$ cat config.mk
export PLATFORM = sky130hd
export DESIGN_NAME = sie_exec
export DESIGN_NICKNAME = d
export VERILOG_FILES = /design/src/rtl/sie_pkg.sv /design/src/rtl/sie_decode.sv /design/src/rtl/sie_alu.sv /design/src/rtl/sie_wb.sv /design/src/rtl/sie_exec.sv
export SDC_FILE = /design/constraint.sdc
export NUM_CORES = 1
export LEC_CHECK = 0
export CORE_MARGIN = 10
export CORE_UTILIZATION = 45
export DETAILED_ROUTE_END_ITERATION = 8
export GPL_TIMING_DRIVEN = 0
export PLACE_DENSITY = 0.71
export SLEW_MARGIN = 20
export SYNTH_ARGS = -nofsm -noshare
export SYNTH_HDL_FRONTEND = slang
export SYNTH_SLANG_ARGS = --single-unit
$ cat constraint.sdc
create_clock -name clk -period 18.05 [get_ports clk]
set_input_delay 1.805 -clock clk [delete_from_list [all_inputs] [get_ports clk]]
set_output_delay 1.805 -clock clk [all_outputs]
set_load 0.02 [all_outputs]
$ cat src/rtl/sie_pkg.sv
// Shared types and helpers for the sized integer execute unit.
// Assumes a data width that is a multiple of 8 and at least 32 bits.
package sie_pkg;
    localparam int DATA_W = 32;
    localparam int OPC_W  = 16;
    localparam int EXT_W  = 16;
    localparam int GRP_W  = 4;
    localparam int LANES  = DATA_W / 8;
    localparam int FLD_W  = 9;   // opcode bits 11:3 handed to the decoder

    localparam logic [GRP_W-1:0] GRP_ADD   = 4'd0;
    localparam logic [GRP_W-1:0] GRP_SUB   = 4'd1;
    localparam logic [GRP_W-1:0] GRP_AND   = 4'd2;
    localparam logic [GRP_W-1:0] GRP_OR    = 4'd3;
    localparam logic [GRP_W-1:0] GRP_XOR   = 4'd4;
    localparam logic [GRP_W-1:0] GRP_CMP   = 4'd5;
    localparam logic [GRP_W-1:0] GRP_IMM   = 4'd6;
    localparam logic [GRP_W-1:0] GRP_QUICK = 4'd7;
    localparam logic [GRP_W-1:0] GRP_NEG   = 4'd8;
    localparam logic [GRP_W-1:0] GRP_NOT   = 4'd9;

    typedef enum logic [1:0] {SZ_BYTE = 2'd0, SZ_WORD = 2'd1, SZ_LONG = 2'd2, SZ_BAD = 2'd3} size_e;
    typedef enum logic [1:0] {TAG_NONE = 2'd0, TAG_LOGIC = 2'd1, TAG_ADD = 2'd2, TAG_SUB = 2'd3} tag_e;
    typedef enum logic [1:0] {DST_NONE = 2'd0, DST_DREG = 2'd1, DST_EA = 2'd2} dest_e;
    typedef enum logic [2:0] {ALU_ADD, ALU_SUB, ALU_AND, ALU_OR, ALU_XOR, ALU_NOT} alu_e;
    typedef enum logic [1:0] {SA_REG, SA_EA, SA_ZERO} asel_e;
    typedef enum logic [1:0] {SB_REG, SB_EA, SB_IMM, SB_QUICK} bsel_e;

    typedef struct packed {
        logic       legal;
        size_e      size;
        alu_e       op;
        asel_e      asel;
        bsel_e      bsel;
        dest_e      dest;
        tag_e       tag;
        logic       x_upd;
        logic [2:0] ext_bytes;
    } ctrl_t;

    // Bit mask covering the operand size.
    function automatic logic [DATA_W-1:0] size_mask(size_e s);
        case (s)
            SZ_BYTE: size_mask = {{(DATA_W-8){1'b0}}, 8'hFF};
            SZ_WORD: size_mask = {{(DATA_W-16){1'b0}}, 16'hFFFF};
            default: size_mask = '1;
        endcase
    endfunction

    // Byte-lane mask covering the operand size.
    function automatic logic [LANES-1:0] lane_mask(size_e s);
        case (s)
            SZ_BYTE: lane_mask = {{(LANES-1){1'b0}}, 1'b1};
            SZ_WORD: lane_mask = {{(LANES-2){1'b0}}, 2'b11};
            default: lane_mask = '1;
        endcase
    endfunction
endpackage

$ cat src/rtl/sie_decode.sv
// Instruction decoder: turns the group code and opcode fields 11:3 into a
// control word (size, operation, operand routing, destination, flag tag,
// extend update, extension length). Illegal encodings yield a cleared word
// with legal=0. Purely combinational.
module sie_decode
    import sie_pkg::*;
(
    input  logic [GRP_W-1:0] group,
    input  logic [FLD_W-1:0] fld,      // opcode[11:3]
    output ctrl_t            ctrl
);
    logic [2:0] sub_op;
    logic       dir_ea;
    logic [1:0] size_fld;
    logic       an_target;

    assign sub_op    = fld[8:6];
    assign dir_ea    = fld[5];
    assign size_fld  = fld[4:3];
    assign an_target = (fld[2:0] == 3'b001);

    // Build the control word per group, then clear it if anything is illegal.
    always_comb begin
        ctrl       = '0;
        ctrl.size  = size_e'(size_fld);
        ctrl.legal = 1'b1;
        case (group)
            GRP_ADD, GRP_SUB, GRP_AND, GRP_OR: begin
                case (group)
                    GRP_ADD: begin ctrl.op = ALU_ADD; ctrl.tag = TAG_ADD;   ctrl.x_upd = 1'b1; end
                    GRP_SUB: begin ctrl.op = ALU_SUB; ctrl.tag = TAG_SUB;   ctrl.x_upd = 1'b1; end
                    GRP_AND: begin ctrl.op = ALU_AND; ctrl.tag = TAG_LOGIC; end
                    default: begin ctrl.op = ALU_OR;  ctrl.tag = TAG_LOGIC; end
                endcase
                ctrl.asel = dir_ea ? SA_EA  : SA_REG;
                ctrl.bsel = dir_ea ? SB_REG : SB_EA;
                ctrl.dest = dir_ea ? DST_EA : DST_DREG;
            end
            GRP_XOR: begin
                ctrl.op   = ALU_XOR;
                ctrl.tag  = TAG_LOGIC;
                ctrl.asel = SA_EA;
                ctrl.bsel = SB_REG;
                ctrl.dest = DST_EA;
            end
            GRP_CMP: begin
                ctrl.op   = ALU_SUB;
                ctrl.tag  = TAG_SUB;
                ctrl.asel = SA_REG;
                ctrl.bsel = SB_EA;
                ctrl.dest = DST_NONE;
            end
            GRP_IMM: begin
                ctrl.asel      = SA_EA;
                ctrl.bsel      = SB_IMM;
                ctrl.dest      = DST_EA;
                ctrl.ext_bytes = (size_fld == 2'd2) ? 3'd4 : 3'd2;
                case (sub_op)
                    3'd0: begin ctrl.op = ALU_OR;  ctrl.tag = TAG_LOGIC; end
                    3'd1: begin ctrl.op = ALU_AND; ctrl.tag = TAG_LOGIC; end
                    3'd2: begin ctrl.op = ALU_SUB; ctrl.tag = TAG_SUB; ctrl.x_upd = 1'b1; end
                    3'd3: begin ctrl.op = ALU_ADD; ctrl.tag = TAG_ADD; ctrl.x_upd = 1'b1; end
                    3'd5: begin ctrl.op = ALU_XOR; ctrl.tag = TAG_LOGIC; end
                    3'd6: begin ctrl.op = ALU_SUB; ctrl.tag = TAG_SUB; ctrl.dest = DST_NONE; end
                    default: ctrl.legal = 1'b0;
                endcase
            end
            GRP_QUICK: begin
                ctrl.op    = dir_ea ? ALU_SUB : ALU_ADD;
                ctrl.tag   = dir_ea ? TAG_SUB : TAG_ADD;
                ctrl.x_upd = 1'b1;
                ctrl.asel  = SA_EA;
                ctrl.bsel  = SB_QUICK;
                ctrl.dest  = DST_EA;
                if (an_target) begin
                    ctrl.size = SZ_LONG;
                end
            end
            GRP_NEG: begin
                ctrl.op    = ALU_SUB;
                ctrl.tag   = TAG_SUB;
                ctrl.x_upd = 1'b1;
                ctrl.asel  = SA_ZERO;
                ctrl.bsel  = SB_EA;
                ctrl.dest  = DST_EA;
            end
            GRP_NOT: begin
                ctrl.op   = ALU_NOT;
                ctrl.tag  = TAG_LOGIC;
                ctrl.asel = SA_EA;
                ctrl.bsel = SB_EA;
                ctrl.dest = DST_EA;
            end
            default: ctrl.legal = 1'b0;
        endcase
        if (ctrl.size == SZ_BAD) begin
            ctrl.legal = 1'b0;
        end
        if (!ctrl.legal) begin
            ctrl = '0;
        end
    end
endmodule

$ cat src/rtl/sie_alu.sv
// Sized ALU: masks both operands to the selected size, computes the
// operation, and reports the extend (carry/borrow) condition.
// Assumes operand a is minuend/left side, b is source. Combinational.
module sie_alu
    import sie_pkg::*;
(
    input  alu_e              op,
    input  size_e             size,
    input  logic [DATA_W-1:0] a,
    input  logic [DATA_W-1:0] b,
    output logic [DATA_W-1:0] src_sized,
    output logic [DATA_W-1:0] res,
    output logic              xo
);
    logic [DATA_W-1:0] m;
    logic [DATA_W-1:0] am;
    logic [DATA_W-1:0] sum;
    logic [DATA_W-1:0] dif;

    assign m         = size_mask(size);
    assign am        = a & m;
    assign src_sized = b & m;
    assign sum       = (am + src_sized) & m;
    assign dif       = (am - src_sized) & m;

    // Select the operation result and its extend condition.
    always_comb begin
        xo = 1'b0;
        case (op)
            ALU_ADD: begin res = sum; xo = (sum < src_sized); end
            ALU_SUB: begin res = dif; xo = (am < src_sized); end
            ALU_AND: res = am & src_sized;
            ALU_OR:  res = am | src_sized;
            ALU_XOR: res = am ^ src_sized;
            default: res = ~am & m;
        endcase
    end
endmodule

$ cat src/rtl/sie_wb.sv
// Write-back former: merges the sized result into the old register value
// for data-register destinations, zero-extends it for effective-address
// destinations, and produces the replaced-lane mask. Combinational.
module sie_wb
    import sie_pkg::*;
(
    input  dest_e             dest,
    input  size_e             size,
    input  logic [DATA_W-1:0] res,
    input  logic [DATA_W-1:0] reg_old,
    output logic [DATA_W-1:0] data,
    output logic [LANES-1:0]  mask
);
    logic [LANES-1:0] lm;
    logic             keep_old;
    logic             active;

    assign lm       = lane_mask(size);
    assign keep_old = (dest == DST_DREG);
    assign active   = (dest != DST_NONE);
    assign mask     = active ? lm : '0;

    // One multiplexer per byte lane: new byte, old byte or zero.
    for (genvar i = 0; i < LANES; i++) begin : g_lane
        assign data[8*i +: 8] = (active && lm[i]) ? res[8*i +: 8] :
                                keep_old          ? reg_old[8*i +: 8] : 8'h00;
    end
endmodule

$ cat src/rtl/sie_exec.sv
// Top of the sized integer execute unit. Decodes the instruction, selects
// operands (register, effective address, immediate, quick constant, zero),
// runs the sized ALU, forms the write-back, and registers every output on
// start. Assumes one instruction in flight; inputs valid in the start cycle.
module sie_exec
    import sie_pkg::*;
(
    input  logic              clk,
    input  logic              rst_n,
    input  logic              start,
    input  logic [GRP_W-1:0]  group,
    input  logic [OPC_W-1:0]  opcode,
    input  logic [DATA_W-1:0] reg_in,
    input  logic [DATA_W-1:0] ea_in,
    input  logic [EXT_W-1:0]  ext0,
    input  logic [EXT_W-1:0]  ext1,
    output logic              done,
    output logic              err,
    output logic [1:0]        wb_dest,
    output logic [DATA_W-1:0] wb_data,
    output logic [LANES-1:0]  wb_mask,
    output logic [1:0]        flag_tag,
    output logic [1:0]        flag_size,
    output logic [DATA_W-1:0] cc_result,
    output logic [DATA_W-1:0] cc_source,
    output logic              x_flag,
    output logic [2:0]        ext_bytes
);
    ctrl_t             ctrl;
    logic [DATA_W-1:0] imm_val;
    logic [DATA_W-1:0] quick_val;
    logic [DATA_W-1:0] opa;
    logic [DATA_W-1:0] opb;
    logic [DATA_W-1:0] src_sized;
    logic [DATA_W-1:0] alu_res;
    logic              alu_x;
    logic [DATA_W-1:0] wb_data_c;
    logic [LANES-1:0]  wb_mask_c;
    logic [3:0]        quick_cnt;
    logic              unused_opc_bits;

    assign unused_opc_bits = ^{opcode[OPC_W-1:12], opcode[2:0]};

    sie_decode u_dec (
        .group (group),
        .fld   (opcode[11:3]),
        .ctrl  (ctrl)
    );

    // Immediate: one extension word for byte/word, two for long.
    assign imm_val   = (ctrl.size == SZ_LONG) ? DATA_W'({ext0, ext1}) : DATA_W'(ext0);
    // Quick constant: field value 0 stands for 8.
    assign quick_cnt = (opcode[11:9] == 3'd0) ? 4'd8 : {1'b0, opcode[11:9]};
    assign quick_val = {{(DATA_W-4){1'b0}}, quick_cnt};

    // Left operand selection.
    always_comb begin
        case (ctrl.asel)
            SA_REG:  opa = reg_in;
            SA_EA:   opa = ea_in;
            default: opa = '0;
        endcase
    end

    // Right (source) operand selection.
    always_comb begin
        case (ctrl.bsel)
            SB_REG:  opb = reg_in;
            SB_EA:   opb = ea_in;
            SB_IMM:  opb = imm_val;
            default: opb = quick_val;
        endcase
    end

    sie_alu u_alu (
        .op        (ctrl.op),
        .size      (ctrl.size),
        .a         (opa),
        .b         (opb),
        .src_sized (src_sized),
        .res       (alu_res),
        .xo        (alu_x)
    );

    sie_wb u_wb (
        .dest    (ctrl.dest),
        .size    (ctrl.size),
        .res     (alu_res),
        .reg_old (reg_in),
        .data    (wb_data_c),
        .mask    (wb_mask_c)
    );

    // Completion strobe: one cycle after each start.
    always_ff @(posedge clk) begin
        if (!rst_n) begin
            done <= 1'b0;
        end else begin
            done <= start;
        end
    end

    // Result registers: captured on start, held otherwise.
    always_ff @(posedge clk) begin
        if (!rst_n) begin
            err       <= 1'b0;
            wb_dest   <= 2'd0;
            wb_data   <= '0;
            wb_mask   <= '0;
            flag_tag  <= 2'd0;
            flag_size <= 2'd0;
            cc_result <= '0;
            cc_source <= '0;
            ext_bytes <= 3'd0;
        end else if (start) begin
            err       <= !ctrl.legal;
            wb_dest   <= ctrl.dest;
            wb_data   <= wb_data_c;
            wb_mask   <= wb_mask_c;
            flag_tag  <= ctrl.tag;
            flag_size <= ctrl.size;
            cc_result <= (ctrl.tag != TAG_NONE) ? alu_res : '0;
            cc_source <= (ctrl.tag == TAG_ADD || ctrl.tag == TAG_SUB) ? src_sized : '0;
            ext_bytes <= ctrl.ext_bytes;
        end
    end

    // Extend flag: updated only by arithmetic that defines it.
    always_ff @(posedge clk) begin
        if (!rst_n) begin
            x_flag <= 1'b0;
        end else if (start && ctrl.x_upd) begin
            x_flag <= alu_x;
        end
    end
endmodule

==> flow_summary_export.csv, run 1 <==
group,metric,value,unit
pwr,power_switching_share,44.38,%
hold_path,worstHoldPathCells,2,
synth,synthArstFlopShare,0,%
hold_path,holdPathEnd,"flag_tag[1]",
clock_tree,clk-insertion-delay-late,380,ps
finish,final_util,57.13,%
global_routing,antenna_found_initial,1,
setup_path,max_stage_delay_cell_worst_path,"a2111oi_0",
pwr,share_of_power_burned_in_the_clock_network,23.6,%
synth,synthesized_netlist_net_count,1843,
clock_tree,cts_tree,"yes",
synth,syn_area,11440,um2
clock_tree,clkTransAtPathRegs,80,ps
synth,dominantRegCellSynth,"dfxtp_1",
finish,num-nets-final,2073,
clock_tree,ctsHtreeMaxLevel,3,
pwr,power.combinational.fraction,48.6,%
pwr,p_switching,0.0004003,W
timing,final-hold-violation-count,0,
die,num_io_pins,231,
run,maxCapViolCount,0,
setup_path,crit_path_max_incr_delay,820,ps
timing,grt_setup_unrepaired,"no",
die,dieWidth,179.4,um
pwr,seq_power_share,27.8,%
routing,drtIter0Drc,2442,
clock_tree,post_cts_resized,0,
die,initial_core_util,45.56,%
outcome,run_status,"finished, final reports clean",
timing,report.final.setup_viol,0,
global_routing,combined_global_route_utilization_of_all_metal_layers,34.26,%
hold_path,min-delay-path-class,"reg -> reg",
synth,synth-edff-count,0,
clock_tree,post_cts.repair.setup_buffers,0,
die,total_die_area,32200,um2
placed_design,numPortBuffers,219,
setup_path,reg_to_reg_critical_path_startpoint,"wb_data[31]",
routing,firstDrtPassIters,6,
setup_path,worst-r2r-cell-count,3,
clock_tree,tritoncts.num_buffers,9,
synth,synthMostInstantiatedCell,"nand2_1",
synth,yosys-top-cells-area,"dfxtp_1, ha_1, nand2_1",
global_routing,grt_start_max_net_pins,21,
placed_design,placed_cells,2145,
pwr,intPower,0.0005017,W
routing,antenna_violating_nets_post_route,0,
setup_path,arrival,10990,ps
setup_path,worst_setup_path_end_kind,"flip-flop",
routing,via_per_inst,6.496,
placed_design,place.gp.congestion,1.097,
setup_path,timing.critical_path.from_type,"input pin",
global_routing,grt_pass1_vias,13020,
setup_path,rr_endpoint,"wb_data[31]",
timing,finalMaxSlewViolations,0,
global_routing,grt_first_pass_wirelength,85840,um
placed_design,place_ws,7370,ps
synth,synthCells,1596,
die,core.rowCount,58,
routing,post_drt_wl_per_cell,27.20,um
routing,drt_wl_total,58810,um
clock_tree,clockRootBuffer,"clkbuf_16",
timing,worst_pin_slew,1251,ps
pwr,power-per-cell-area,62.89,nW/um2
setup_path,crit_fanout,10,
timing,worst_slack,7368,ps
setup_path,setup.reg_to_reg.worst_slack,17140,ps
setup_path,critical-path-top-cell-by-count,"o21ai_0",
synth,yosysWarningCount,0,
clock_tree,hold_buffers,0,
routing,drcViolationCount,0,
setup_path,timing.setup.critical_path_class,"in -> reg",
synth,post-synth-top-area-fraction,19.25,%
placed_design,place.detailed.hpwl,47090,um
timing,finClkSkew,0,ps
die,core_area,25110,um2
pwr,worst_supply_voltage_drop_on_vdd,0.00004398,V
finish,fillers,2428,
timing,min_period_over_period,59.18,%
pwr,power.static_leakage,5.777,nW
clock_tree,cts_buffer_depth,2,
hold_path,hold_startpoint,"flag_tag[1]",
setup_path,cp_data_required_time,18360,ps
finish,final_layout_size_suffix_gt1_share,4.806,%
timing,timing.final.crit_period,10680,ps
synth,ys_ff_latch,110,
die,dieHeight,179.4,um
clock_tree,cts.sinks,110,
finish,finalNonFillerCells,2162,
synth,synth_sequential_area_ratio,19.25,%
global_routing,grt.overflow.total,0,
timing,max_clock_freq,0.09361,GHz
timing,max_slew_margin,16.31,%
setup_path,cp-startpoint,"group[0]",
timing,setup_tns,0,ps
finish,area_growth,25.39,%
synth,synthDominantAreaCellType,"dfxtp_1",
synth,synth_cell_types,84,
synth,synth.cells.most_frequent,"nand2_1, o21ai_0, nor2_1",
routing,dr_total_vias,14050,
synth,synth.avg_cell_area,7.168,um2
==> critical path: cells and delay by family <==
kind                     cells  cell delay [ps]
buffers and inverters        3             1140
XOR/XNOR                     1              260
adder cells (fa/ha/maj)      3             1040
AO/OA/AOI/OAI               16             4980
AND/OR/NAND/NOR              7             1250
multiplexers                 1              540
==> cell usage in the layout (no fill, tap or decap), types with 11 or more instances in the layout <==
master | netlist | layout
o21ai_0 | 160 | 160
or2_2 | 19 | 19
nor2b_1 | 25 | 25
a22oi_1 | 39 | 39
clkdlybuf4s50_1 | 0 | 219
a21oi_1 | 96 | 96
a22o_1 | 23 | 23
o211ai_1 | 11 | 11
inv_1 | 106 | 106
and3_1 | 11 | 11
clkbuf_1 | 77 | 77
dfxtp_1 | 110 | 110
nand2b_1 | 21 | 21
a221oi_1 | 32 | 32
ha_1 | 126 | 126
a21o_1 | 25 | 25
and2_1 | 12 | 12
nand2_1 | 214 | 214
a222oi_1 | 16 | 16
nor3_1 | 14 | 14
nand3_1 | 29 | 29
a31oi_1 | 13 | 13
o221ai_1 | 15 | 15
xnor2_1 | 44 | 44
a211oi_1 | 17 | 17
buf_2 | 15 | 15
nor2_1 | 143 | 143
==> metal layers <==
| metal | vias up | wire, um | GRT usage (%) |
|---|---|---|---|
| met1 | 6589 | 24290 | 45.37 |
| met5 | - | 30 | 1.074 |
| met4 | 2 | 2858 | 15.18 |
| li1 | 6205 | - | - |
| met2 | 1066 | 24540 | 51.04 |
| met3 | 183 | 7093 | 8.916 |
==> power by group through the flow <==
stage | clock network (W) | registers (W) | logic (W)
floorplan | 0 | 0.000263 | 0.000256
global placement | 0 | 0.000257 | 0.000419
detailed placement | 0 | 0.000257 | 0.000419
CTS | 0.000213 | 0.000251 | 0.000421
global route | 0.000219 | 0.000252 | 0.000466
finish | 0.000213 | 0.000251 | 0.000438
==> state kept, by name, indices dropped and copies added, names as in the netlist <==
register,count
flag_size,2
done,1
flag_tag,2
err,1
wb_dest,2
wb_data,32
ext_bytes,2
cc_result,32
wb_mask,3
cc_source,32
x_flag,1
==> how the worst max path moves through the flow <==
stage               endpoint  slack, ps  cells after the start
detailed placement    x_flag       7370                     31
CTS                   x_flag       7710                     31
floorplan             x_flag      10430                     33
global placement      x_flag       7350                     31
global route          x_flag       7230                     31
finish                x_flag       7370                     31
==> area by class of cell <==
class / count / area [um2] / area share [%]
diodes: 1 / 2.502 / 0.01745
repair buffers: 219 / 2192 / 15.28
clock buffers: 9 / 225.2 / 1.570
plain buffers: 105 / 454.2 / 3.166
flip-flops and latches: 110 / 2202 / 15.35
well taps: 330 / 412.9 / 2.879
inverters: 107 / 401.6 / 2.800
multi-input cells: 1274 / 8382 / 58.43
clock inverters: 7 / 71.32 / 0.4972
==> per-stage QoR <==
step	hold slack, ps	power, W	instance area [um2]
after floorplan	520.6	0.0005198	11440
after global placement	430.0	0.0006751	14040
after detailed placement	440.9	0.0006758	14040
after CTS	453.9	0.0008853	14340
after global routing	476.8	0.0009374	14340
final	452.2	0.0009021	14340
==> logic make-up (layout without fill, tap and decap cells) <==
family	Yosys count	after routing	share of synthesized area [%]
xor+xnor	52	52	3.981
buf+inv	212	447	7.481
other cells	1	2	0.03278
simple gates	531	531	21.40
compound gates	552	552	32.84
flops	110	110	19.25
fa+ha+maj	128	128	14.13
mux	10	10	0.8750
Note: power is estimated with default switching activity, not from simulation.
==> run 2: changes to the inputs <==
==> constraint.sdc (replaced) <==
create_clock -name clk -period 10.7 [get_ports clk]
set_input_delay 1.07 -clock clk [delete_from_list [all_inputs] [get_ports clk]]
set_output_delay 1.07 -clock clk [all_outputs]
set_load 0.02 [all_outputs]
==> results of run 2 <==
Same layout as run 1 (identical final DEF). Status: finished, final reports clean.
Among the figures that moved: setup slack after placement 7370 ps -> 755.4 ps; setup slack after layout 7368 ps -> 752.9 ps; register-to-register setup slack 17140 ps -> 9790 ps; total power 0.0009021 W -> 0.001522 W; worst IR drop on VDD 0.00004398 V -> 0.00007419 V
